===== src/rtl/score_ctrl_pkg.sv =====
package score_ctrl_pkg;
  localparam int TBL_CNT   = 4;
  localparam int TBL_BYTES = 64;
  localparam int MEM_BYTES = TBL_CNT * TBL_BYTES;
  localparam int TBL_AW    = $clog2(TBL_BYTES);
  localparam int MEM_AW    = $clog2(MEM_BYTES);

  localparam logic [3:0] OPC_TUNE = 4'd1;
  localparam logic [3:0] OPC_LOAD = 4'd2;
  localparam logic [3:0] OPC_SAVE = 4'd3;
  localparam logic [3:0] OPC_WIPE = 4'd4;

  typedef enum logic [2:0] {
    ST_IDLE, ST_WAIT, ST_LOAD, ST_SAVE, ST_WIPE, ST_TUNE
  } state_t;

  typedef struct packed {
    logic       ok;
    state_t     exec;
    logic [3:0] idx;
  } op_dec_t;

  // Fibonacci step, taps x^8+x^6+x^5+x^4+1
  function automatic logic [7:0] lfsr_step(input logic [7:0] s);
    return {s[6:0], s[7] ^ s[5] ^ s[4] ^ s[3]};
  endfunction

  function automatic op_dec_t op_decode(input logic [7:0] op, input int tune_count);
    op_dec_t d;
    d.idx  = op[7:4];
    d.exec = ST_IDLE;
    d.ok   = 1'b0;
    case (op[3:0])
      OPC_TUNE: begin d.exec = ST_TUNE; d.ok = (int'(op[7:4]) < tune_count); end
      OPC_LOAD: begin d.exec = ST_LOAD; d.ok = (int'(op[7:4]) < TBL_CNT); end
      OPC_SAVE: begin d.exec = ST_SAVE; d.ok = (int'(op[7:4]) < TBL_CNT); end
      OPC_WIPE: begin d.exec = ST_WIPE; d.ok = 1'b1; end
      default:  begin d.exec = ST_IDLE; d.ok = 1'b0; end
    endcase
    return d;
  endfunction
endpackage


===== src/rtl/score_rng.sv =====
module score_rng
  import score_ctrl_pkg::*;
(
  input  logic       clk,
  input  logic       rst_n,
  input  logic       seed_we,
  input  logic [7:0] seed,
  input  logic       adv,
  output logic [7:0] next_val
);
  logic [7:0] state_q;

  assign next_val = lfsr_step(state_q);

  always_ff @(posedge clk) begin
    if (!rst_n)       state_q <= 8'h01;
    else if (seed_we) state_q <= (seed == 8'h00) ? 8'h01 : seed;
    else if (adv)     state_q <= next_val;
  end


  rng_nonzero_chk: assert property (@(posedge clk) disable iff (!rst_n) state_q != 8'h00);

  rng_adv_chk: assert property (@(posedge clk) disable iff (!rst_n)
    (adv && !seed_we) |=> state_q == $past(next_val));
endmodule


===== src/rtl/score_op_decode.sv =====
module score_op_decode
  import score_ctrl_pkg::*;
#(
  parameter int TUNE_COUNT = 7
) (
  input  logic [7:0] op,
  output op_dec_t    dec
);
  always_comb dec = op_decode(op, TUNE_COUNT);
endmodule


===== src/rtl/score_mem.sv =====
module score_mem
  import score_ctrl_pkg::*;
(
  input  logic              clk,
  input  logic              rst_n,
  input  logic              wipe,
  input  logic              we,
  input  logic [MEM_AW-1:0] addr,
  input  logic [7:0]        wdata,
  output logic [7:0]        rdata
);
  logic [7:0] mem_q [MEM_BYTES];

  assign rdata = mem_q[addr];

  always_ff @(posedge clk) begin
    if (!rst_n || wipe) begin
      for (int i = 0; i < MEM_BYTES; i++) mem_q[i] <= 8'h00;
    end else if (we) begin
      mem_q[addr] <= wdata;
    end
  end
endmodule


===== src/rtl/score_op_ctrl.sv =====
module score_op_ctrl
  import score_ctrl_pkg::*;
#(
  parameter int WAIT_CYCLES = 20,
  parameter int TUNE_COUNT  = 7,
  localparam int CW = $clog2(WAIT_CYCLES + TBL_BYTES) + 1
) (
  input  logic              clk,
  input  logic              rst_n,
  input  logic              reg_wr,
  input  logic              reg_rd,
  input  logic [1:0]        reg_addr,
  input  logic [7:0]        wdata,
  output logic [7:0]        rdata,
  input  logic              hotspot,
  output logic              busy,
  output logic              tune_load,
  output logic [2:0]        tune_sel,
  output logic              ram_we,
  output logic [TBL_AW-1:0] ram_addr,
  output logic [7:0]        ram_wdata,
  input  logic [7:0]        ram_rdata
);
  state_t          state_q, exec_q;
  logic [CW-1:0]   cnt_q;
  logic [3:0]      idx_q;
  logic [7:0]      op_q;
  logic            err_q;
  op_dec_t         dec;
  logic [7:0]      rng_val;
  logic [7:0]      mem_rdata;
  logic            trig, accept, reject, copy_act;

  score_op_decode #(.TUNE_COUNT(TUNE_COUNT)) u_dec (.op(op_q), .dec(dec));

  score_rng u_rng (
    .clk(clk), .rst_n(rst_n),
    .seed_we(reg_wr && reg_addr == 2'd1), .seed(wdata),
    .adv(reg_rd && reg_addr == 2'd1), .next_val(rng_val)
  );

  score_mem u_mem (
    .clk(clk), .rst_n(rst_n),
    .wipe(state_q == ST_WIPE),
    .we(state_q == ST_SAVE),
    .addr({idx_q[1:0], cnt_q[TBL_AW-1:0]}),
    .wdata(ram_rdata),
    .rdata(mem_rdata)
  );

  assign busy      = (state_q != ST_IDLE);
  assign trig      = hotspot && !busy;
  assign accept    = trig && dec.ok;
  assign reject    = trig && !dec.ok;
  assign copy_act  = (state_q == ST_LOAD) || (state_q == ST_SAVE);
  assign ram_we    = (state_q == ST_LOAD);
  assign ram_addr  = cnt_q[TBL_AW-1:0];
  assign ram_wdata = mem_rdata;
  assign tune_load = (state_q == ST_TUNE);
  assign tune_sel  = idx_q[2:0];

  always_comb begin
    case (reg_addr)
      2'd0:    rdata = {7'd0, err_q};
      2'd1:    rdata = rng_val;
      default: rdata = 8'h00;
    endcase
  end

  always_ff @(posedge clk) begin
    if (!rst_n) begin
      state_q <= ST_IDLE;
      exec_q  <= ST_IDLE;
      cnt_q   <= '0;
      idx_q   <= '0;
      op_q    <= '0;
      err_q   <= 1'b0;
    end else begin
      if (reg_wr && reg_addr == 2'd0) op_q <= wdata;
      case (state_q)
        ST_IDLE: begin
          if (accept) begin
            state_q <= ST_WAIT;
            cnt_q   <= CW'(WAIT_CYCLES - 1);
            exec_q  <= dec.exec;
            idx_q   <= dec.idx;
            err_q   <= 1'b0;
          end else if (reject) begin
            err_q   <= 1'b1;
          end
        end
        ST_WAIT: begin
          if (cnt_q == '0) state_q <= exec_q;
          else             cnt_q   <= cnt_q - 1'b1;
        end
        ST_LOAD, ST_SAVE: begin
          if (cnt_q[TBL_AW-1:0] == TBL_AW'(TBL_BYTES - 1)) begin
            state_q <= ST_IDLE;
            cnt_q   <= '0;
          end else begin
            cnt_q   <= cnt_q + 1'b1;
          end
        end
        default: state_q <= ST_IDLE;
      endcase
    end
  end


  reject_chk: assert property (@(posedge clk) disable iff (!rst_n)
    reject |=> (!busy && rdata_err_bit()));

  busy_ignore_chk: assert property (@(posedge clk) disable iff (!rst_n)
    (busy && hotspot) |=> $stable(idx_q));

  we_busy_chk: assert property (@(posedge clk) disable iff (!rst_n) ram_we |-> busy);

  addr_step_chk: assert property (@(posedge clk) disable iff (!rst_n)
    (copy_act && ram_addr != TBL_AW'(TBL_BYTES - 1)) |=>
      (copy_act && ram_addr == $past(ram_addr) + 1'b1));

  tune_pulse_chk: assert property (@(posedge clk) disable iff (!rst_n)
    tune_load |=> !tune_load);

  function automatic logic rdata_err_bit();
    return err_q;
  endfunction
endmodule


===== config.mk =====
export PLATFORM = sky130hd
export DESIGN_NAME = score_op_ctrl
export DESIGN_NICKNAME = d
export VERILOG_FILES = /design/src/rtl/score_ctrl_pkg.sv /design/src/rtl/score_rng.sv /design/src/rtl/score_op_decode.sv /design/src/rtl/score_mem.sv /design/src/rtl/score_op_ctrl.sv
export SDC_FILE = /design/constraint.sdc
export NUM_CORES = 2
export LEC_CHECK = 0
export BUFFER_PORTS_ARGS = -buffer_cell sky130_fd_sc_hd__buf_2
export CAP_MARGIN = 25
export CORE_ASPECT_RATIO = 0.8
export CORE_MARGIN = 2
export CORE_UTILIZATION = 49
export CTS_BUF_LIST = sky130_fd_sc_hd__clkbuf_8 sky130_fd_sc_hd__clkbuf_16
export CTS_CLUSTER_SIZE = 25
export DETAILED_ROUTE_END_ITERATION = 10
export SLEW_MARGIN = 25
export SYNTH_ARGS = -nofsm -noshare
export SYNTH_HDL_FRONTEND = slang
export SYNTH_SLANG_ARGS = --single-unit

===== constraint.sdc =====
create_clock -name clk -period 6.35 [get_ports clk]
set_clock_uncertainty 0.15 [all_clocks]
set_input_delay 1.5875 -clock clk [delete_from_list [all_inputs] [get_ports clk]]
set_output_delay 1.5875 -clock clk [all_outputs]
set_load 0.02 [all_outputs]

# == Yosys cells after proc, flatten, opt, wreduce, memory -nomap -nowiden ==
# Memory sizes are Yosys's and may differ from the RTL's.
# Index checks and enable logic that the tools add are counted.
# classes
add_sub_neg,2
multipliers,0
n_div,0
n_lt_le_gt_ge,2
n_eq_ne,15
shifts,0
mux,23
bitwise_logic,3
reduce_logical,24
# op_table
op,count
8-bit 2-to-1 mux,8
8-bit one-hot mux with 3 select lines,1
8-bit zero test,2
4-bit one-hot mux with 4 select lines,1
8-bit one-hot mux with 2 select lines,1
3-bit 2-to-1 mux,3
3-bit one-hot mux with 3 select lines,1
"8-bit by 1-bit adder with 8-bit output, second input constant",1
"4-bit by 2-bit equality test with 1-bit output, second input constant",2
"4-bit by 3-bit less-than comparator with 1-bit output, second input constant",2
1-bit 2-to-1 mux,8
"2-bit != test, second input constant",4
8-bit OR reduction,1
"8-bit by 1-bit subtractor with 8-bit output, second input constant",1
"3-bit by 2-bit equality test with 1-bit output, second input constant",2
"3-bit equality test, second input constant",2
"6-bit equality test, second input constant",1
1-bit logical AND,6
3-bit AND reduction,2
3-bit nonzero test,2
"4-bit by 1-bit equality test with 1-bit output, second input constant",1
"4-bit by 3-bit equality test with 1-bit output, second input constant",1
2-bit AND reduction,2
2-bit nonzero test,2
8 further kinds,12
# word_totals
register_bits,34
latch_bits,0
mem_bits_rw,2048
rom_bits,0
in_bits,23
out_inout_bits,28
elab_cells,77
memories,1
# mem_list
memory,words,width,read_ports,rd_clocked_by_memory_dff,wr,line_no,text
u_mem.mem_q,256,8,1,0,256,score_mem.sv:12,logic [7:0] mem_q [MEM_BYTES];

# == Logic depth before layout (Yosys ltp) ==
# logic_depth
ltp_word,6
depth_mapped,12
mapped_depth_nobuf,7

# == Hierarchy ==
# A second synthesis with hierarchy kept.
# hier_totals
hier_cells,6754
area_unflattened_um2,96756.5
# modules_own_cells
mod,n_inst,cells_per_inst,area_each_um2,seq_area_each_um2
score_mem,1,6506,94622.0,61499.0
score_op_ctrl,1,183,1554.0,520.5
score_rng,1,51,481.7,160.2
score_op_decode,1,14,98.8,0.0

# == Least setup slack after synthesis ==
# No wires, ideal clock.
# synth_path
path_type,register to output
start,register cnt_q[1]
end,output port ram_wdata[0]
t_arrival_ns,2.404
t_required_ns,4.612
path_slack_ns,2.209
path_stages_with_launch,10
n_path_buf,3
cell_sequence,dfxtp_1 > buf_2 > clkbuf_1 > buf_1 > mux4_2 > a22oi_1 > a21oi_1 > nor4_1 > o22ai_1 > or2_1
# synth_via
elab_chain_len,1
# synth_rtl
element,line_no,text
"start, declared",score_op_ctrl.sv:25,logic [CW-1:0] cnt_q;
"start signal, assigned",score_op_ctrl.sv:84,cnt_q <= CW'(WAIT_CYCLES - 1);
"start signal, assigned",score_op_ctrl.sv:94,else cnt_q <= cnt_q - 1'b1;
"start signal, assigned",score_op_ctrl.sv:101,cnt_q <= cnt_q + 1'b1;
memory read 256 x 8 bit,n/a,
"end, declared",score_op_ctrl.sv:21,"output logic [7:0] ram_wdata,"
# Every way passes these cells.

# == Worst setup path in the final report ==
# layout_path
start,register cnt_q[0]
end,output port ram_wdata[6]
# The elaborated chain is that of the path after synthesis.

==> results.txt <==
status - finished clean
WL final - 271 mm
Seq/Total Area, Yosys - 0.644
syn_nets - 6818
first-pass GRT wire length - 400 mm
antenna viol nets, final - 0
total grt overflow - 0
worst reg2reg setup slack - 2.33 ns
setup repair after global routing missed its margin - false
CTS Hold Bufs - 0
max_cap viols - 0
Die Footprint - 201000 um2
initial antenna violation count - 9
Yosys warning count - 0
Distinct cells, synth - 52
# DRC - 0
row count - 145
CTS sink cnt - 2082
die height - 401 um
total power - 29.5 mW
clock buffer depth - 3
Core Box Area - 196000 um2
Worst-path clk slew - 0.06 ns
number of enable flip-flop cells after synthesis - 2048
DR vias/cell - 6.49
cell area power density - 278 nW/um2
Port Buffer Count - 50
CTS Root Cell - clkbuf_16
TritonCTS Buffers - 204
pin count of the biggest net entering global routing - 148
CP Launch Type - flip-flop
fillers - 15.5k
Final nets - 6373
post-layout min period - 6.27 ns
H-Tree Depth - 4
area delta synth->final - 9.97%
Tot GR Track Use - 0.266
routed vias - 59.0k
crit path DAT - 4.53 ns
#FFs+latches synth - 2082
crit-path max FO - 20
worst setup path class - flip-flop to primary output
Period Utilization, post-route - 0.987
Initial Util - 0.494
Post-Syn Area per Cell - 14.2 um2
synthesized cell area - 96600 um2
FMAX - 160 MHz
TritonCTS clock tree - yes
Die X - 500 um
drt wl/cell - 29.8 um
first-iteration detailed-routing DRC count - 8054
CP required - 4.61 ns
Leakage - 44.0 nW
Hold Crit Class - flip-flop to flip-flop
share of layout cells above drive strength 1 - 0.177
Fin. Hold Viols - 0
Worst setup EP type - primary output
Slew Viols, Final - 0
Clock Latency Late Sink - 0.84 ns
setup TNS - 0 ns
worst vdd ir - 0.000246 V
Tightest Pin Transition - 1.10 ns
relative slew slack - 0.264
Synth Instances - 6790
first-pass detailed-route iteration total - 5
ys async rst share - 0
post-DP HPWL - 152 mm
RePlAce Congestion - 0.819
Main synth FF type - edfxtp_1
Finish-stage setup viols - 0
vias in the first global route - 58.4k
IO Pins - 51
## final cells by class
| type | instances | area, um2 | area share |
|---|---|---|---|
| Clock inverter | 159 | 1090 | 0.0103 |
| Inverter | 4 | 15.0 | 0.000141 |
| Sequential cell | 2082 | 62200 | 0.586 |
| Tap cell | 2572 | 3220 | 0.0303 |
| Antenna cell | 6 | 15.0 | 0.000141 |
| Multi-Input combinational cell | 3755 | 31000 | 0.292 |
| Clock buffer | 214 | 5330 | 0.0502 |
| Timing Repair Buffer | 298 | 3360 | 0.0316 |
## cell usage after synthesis, types with 2 or more instances
cell type | instances | share of area
a21oi_1 | 142 | 0.0074
or2_1 | 8 | 0.00052
o21a_1 | 3 | 0.00023
nand3_1 | 2 | 0.00010
nor2b_1 | 16 | 0.0010
ha_1 | 5 | 0.00065
o211a_1 | 2 | 0.00021
a211oi_1 | 2 | 0.00016
o21ai_0 | 26 | 0.0013
buf_6 | 13 | 0.0015
xor2_1 | 4 | 0.00036
nor3b_1 | 2 | 0.00016
buf_4 | 19 | 0.0015
o22ai_1 | 18 | 0.0012
nand3b_1 | 2 | 0.00016
or2_2 | 2 | 0.00013
o31a_1 | 2 | 0.00018
or3_1 | 2 | 0.00013
buf_2 | 41 | 0.0021
inv_1 | 4 | 0.00016
and3_1 | 2051 | 0.13
nor4_1 | 34 | 0.0022
nand4_1 | 5 | 0.00032
and2_1 | 10 | 0.00065
nor3_1 | 4 | 0.00021
a22oi_1 | 257 | 0.020
a21boi_0 | 8 | 0.00062
nand2_1 | 538 | 0.021
mux2i_1 | 11 | 0.0011
xnor2_1 | 4 | 0.00036
buf_1 | 34 | 0.0013
edfxtp_1 | 2048 | 0.64
clkbuf_1 | 842 | 0.033
dfxtp_1 | 34 | 0.0070
mux4_2 | 512 | 0.12
nand2b_1 | 11 | 0.00071
a31oi_1 | 2 | 0.00013
nor2_1 | 56 | 0.0022
## path summary, 6_finish.rpt
path                                from                           endpoint  cells past startpoint
setup / recovery   cnt_q[0]$_SDFFE_PN0P_                       ram_wdata[6]                     11
hold / removal    exec_q[2]$_SDFFE_PN0P_            state_q[2]$_SDFFE_PN0P_                      1
setup reg to reg   cnt_q[0]$_SDFFE_PN0P_  u_mem.mem_q[211][5]$_SDFFCE_PN0P_                     10
hold reg to reg   exec_q[2]$_SDFFE_PN0P_            state_q[2]$_SDFFE_PN0P_                      1
## metrics by stage
step	util	setup WS (ns)	hold slack (ns)	cell area, um2	std cells
2_1_floorplan	-	2.21	0.288	96600	6790
3_3_place_gp	0.509	0.0420	0.302	99500	8698
3_5_place_dp	0.509	0.0405	0.321	99500	8699
4_1_cts	0.543	0.0222	0.345	106000	9083
5_1_grt	0.543	0.0119	0.359	106000	9084
6_report	0.543	0.0819	0.343	106000	9090
## kinds of logic after synthesis
logic type               Yosys count  share of synthesized area
AND/OR/NAND/NOR                 2747                      0.163
XOR/XNOR                           8                   0.000725
adder cells (fa/ha/maj)            5                   0.000648
flip-flops                      2082                      0.644
buffers and inverters            953                     0.0393
multiplexers                     523                      0.121
AO/OA/AOI/OAI                    472                     0.0323
## timing repair
item	in CTS	in global routing
cloned	0	0
resized for setup	10	8
buffers inserted	11	0
pin swaps	0	0
setup endpoints to repair	8	4
## registers in the layout (all words and copies together), names as in the netlist
register       flops
u_mem.mem_q     2048
err_q              1
state_q            3
idx_q              3
cnt_q              8
exec_q             3
op_q               8
u_rng.state_q      8
## metal layers
| layer | GRT usage | wire [um] |
|---|---|---|
| met1 | 0.394 | 116000 |
| met2 | 0.415 | 128000 |
| met3 | 0.0497 | 22600 |
| met4 | 0.0524 | 4750 |
| met5 | 0 | 0 |
## placed cells by master (no fill, tap or decap), drive strengths merged, types with 62 or more instances in the layout
cell	count
buf	294
edfxtp	2048
and3	2051
clkbuf	218
a21oi	142
a22oi	257
nand2	538
inv	62
mux4	512
clkinv	79
## power breakdown
group / internal [mW] / switching, mW / total, mW
Combinational: 0.718 / 1.26 / 1.98
Sequential: 15.5 / 0.135 / 15.6
Clock: 6.59 / 5.31 / 11.9
## critical path, stage by stage (launching register included)
cell     delay [ns]
dfxtp_4        0.46
buf_12         0.18
buf_4          0.17
buf_12         0.18
buf_12         0.22
mux4_2         0.53
a22oi_1        0.30
a21oi_1        0.23
nor4_1         0.70
o22ai_1        0.17
or2_1          0.32
buf_2          0.19
No activity file was read; power rests on OpenSTA's default activity.
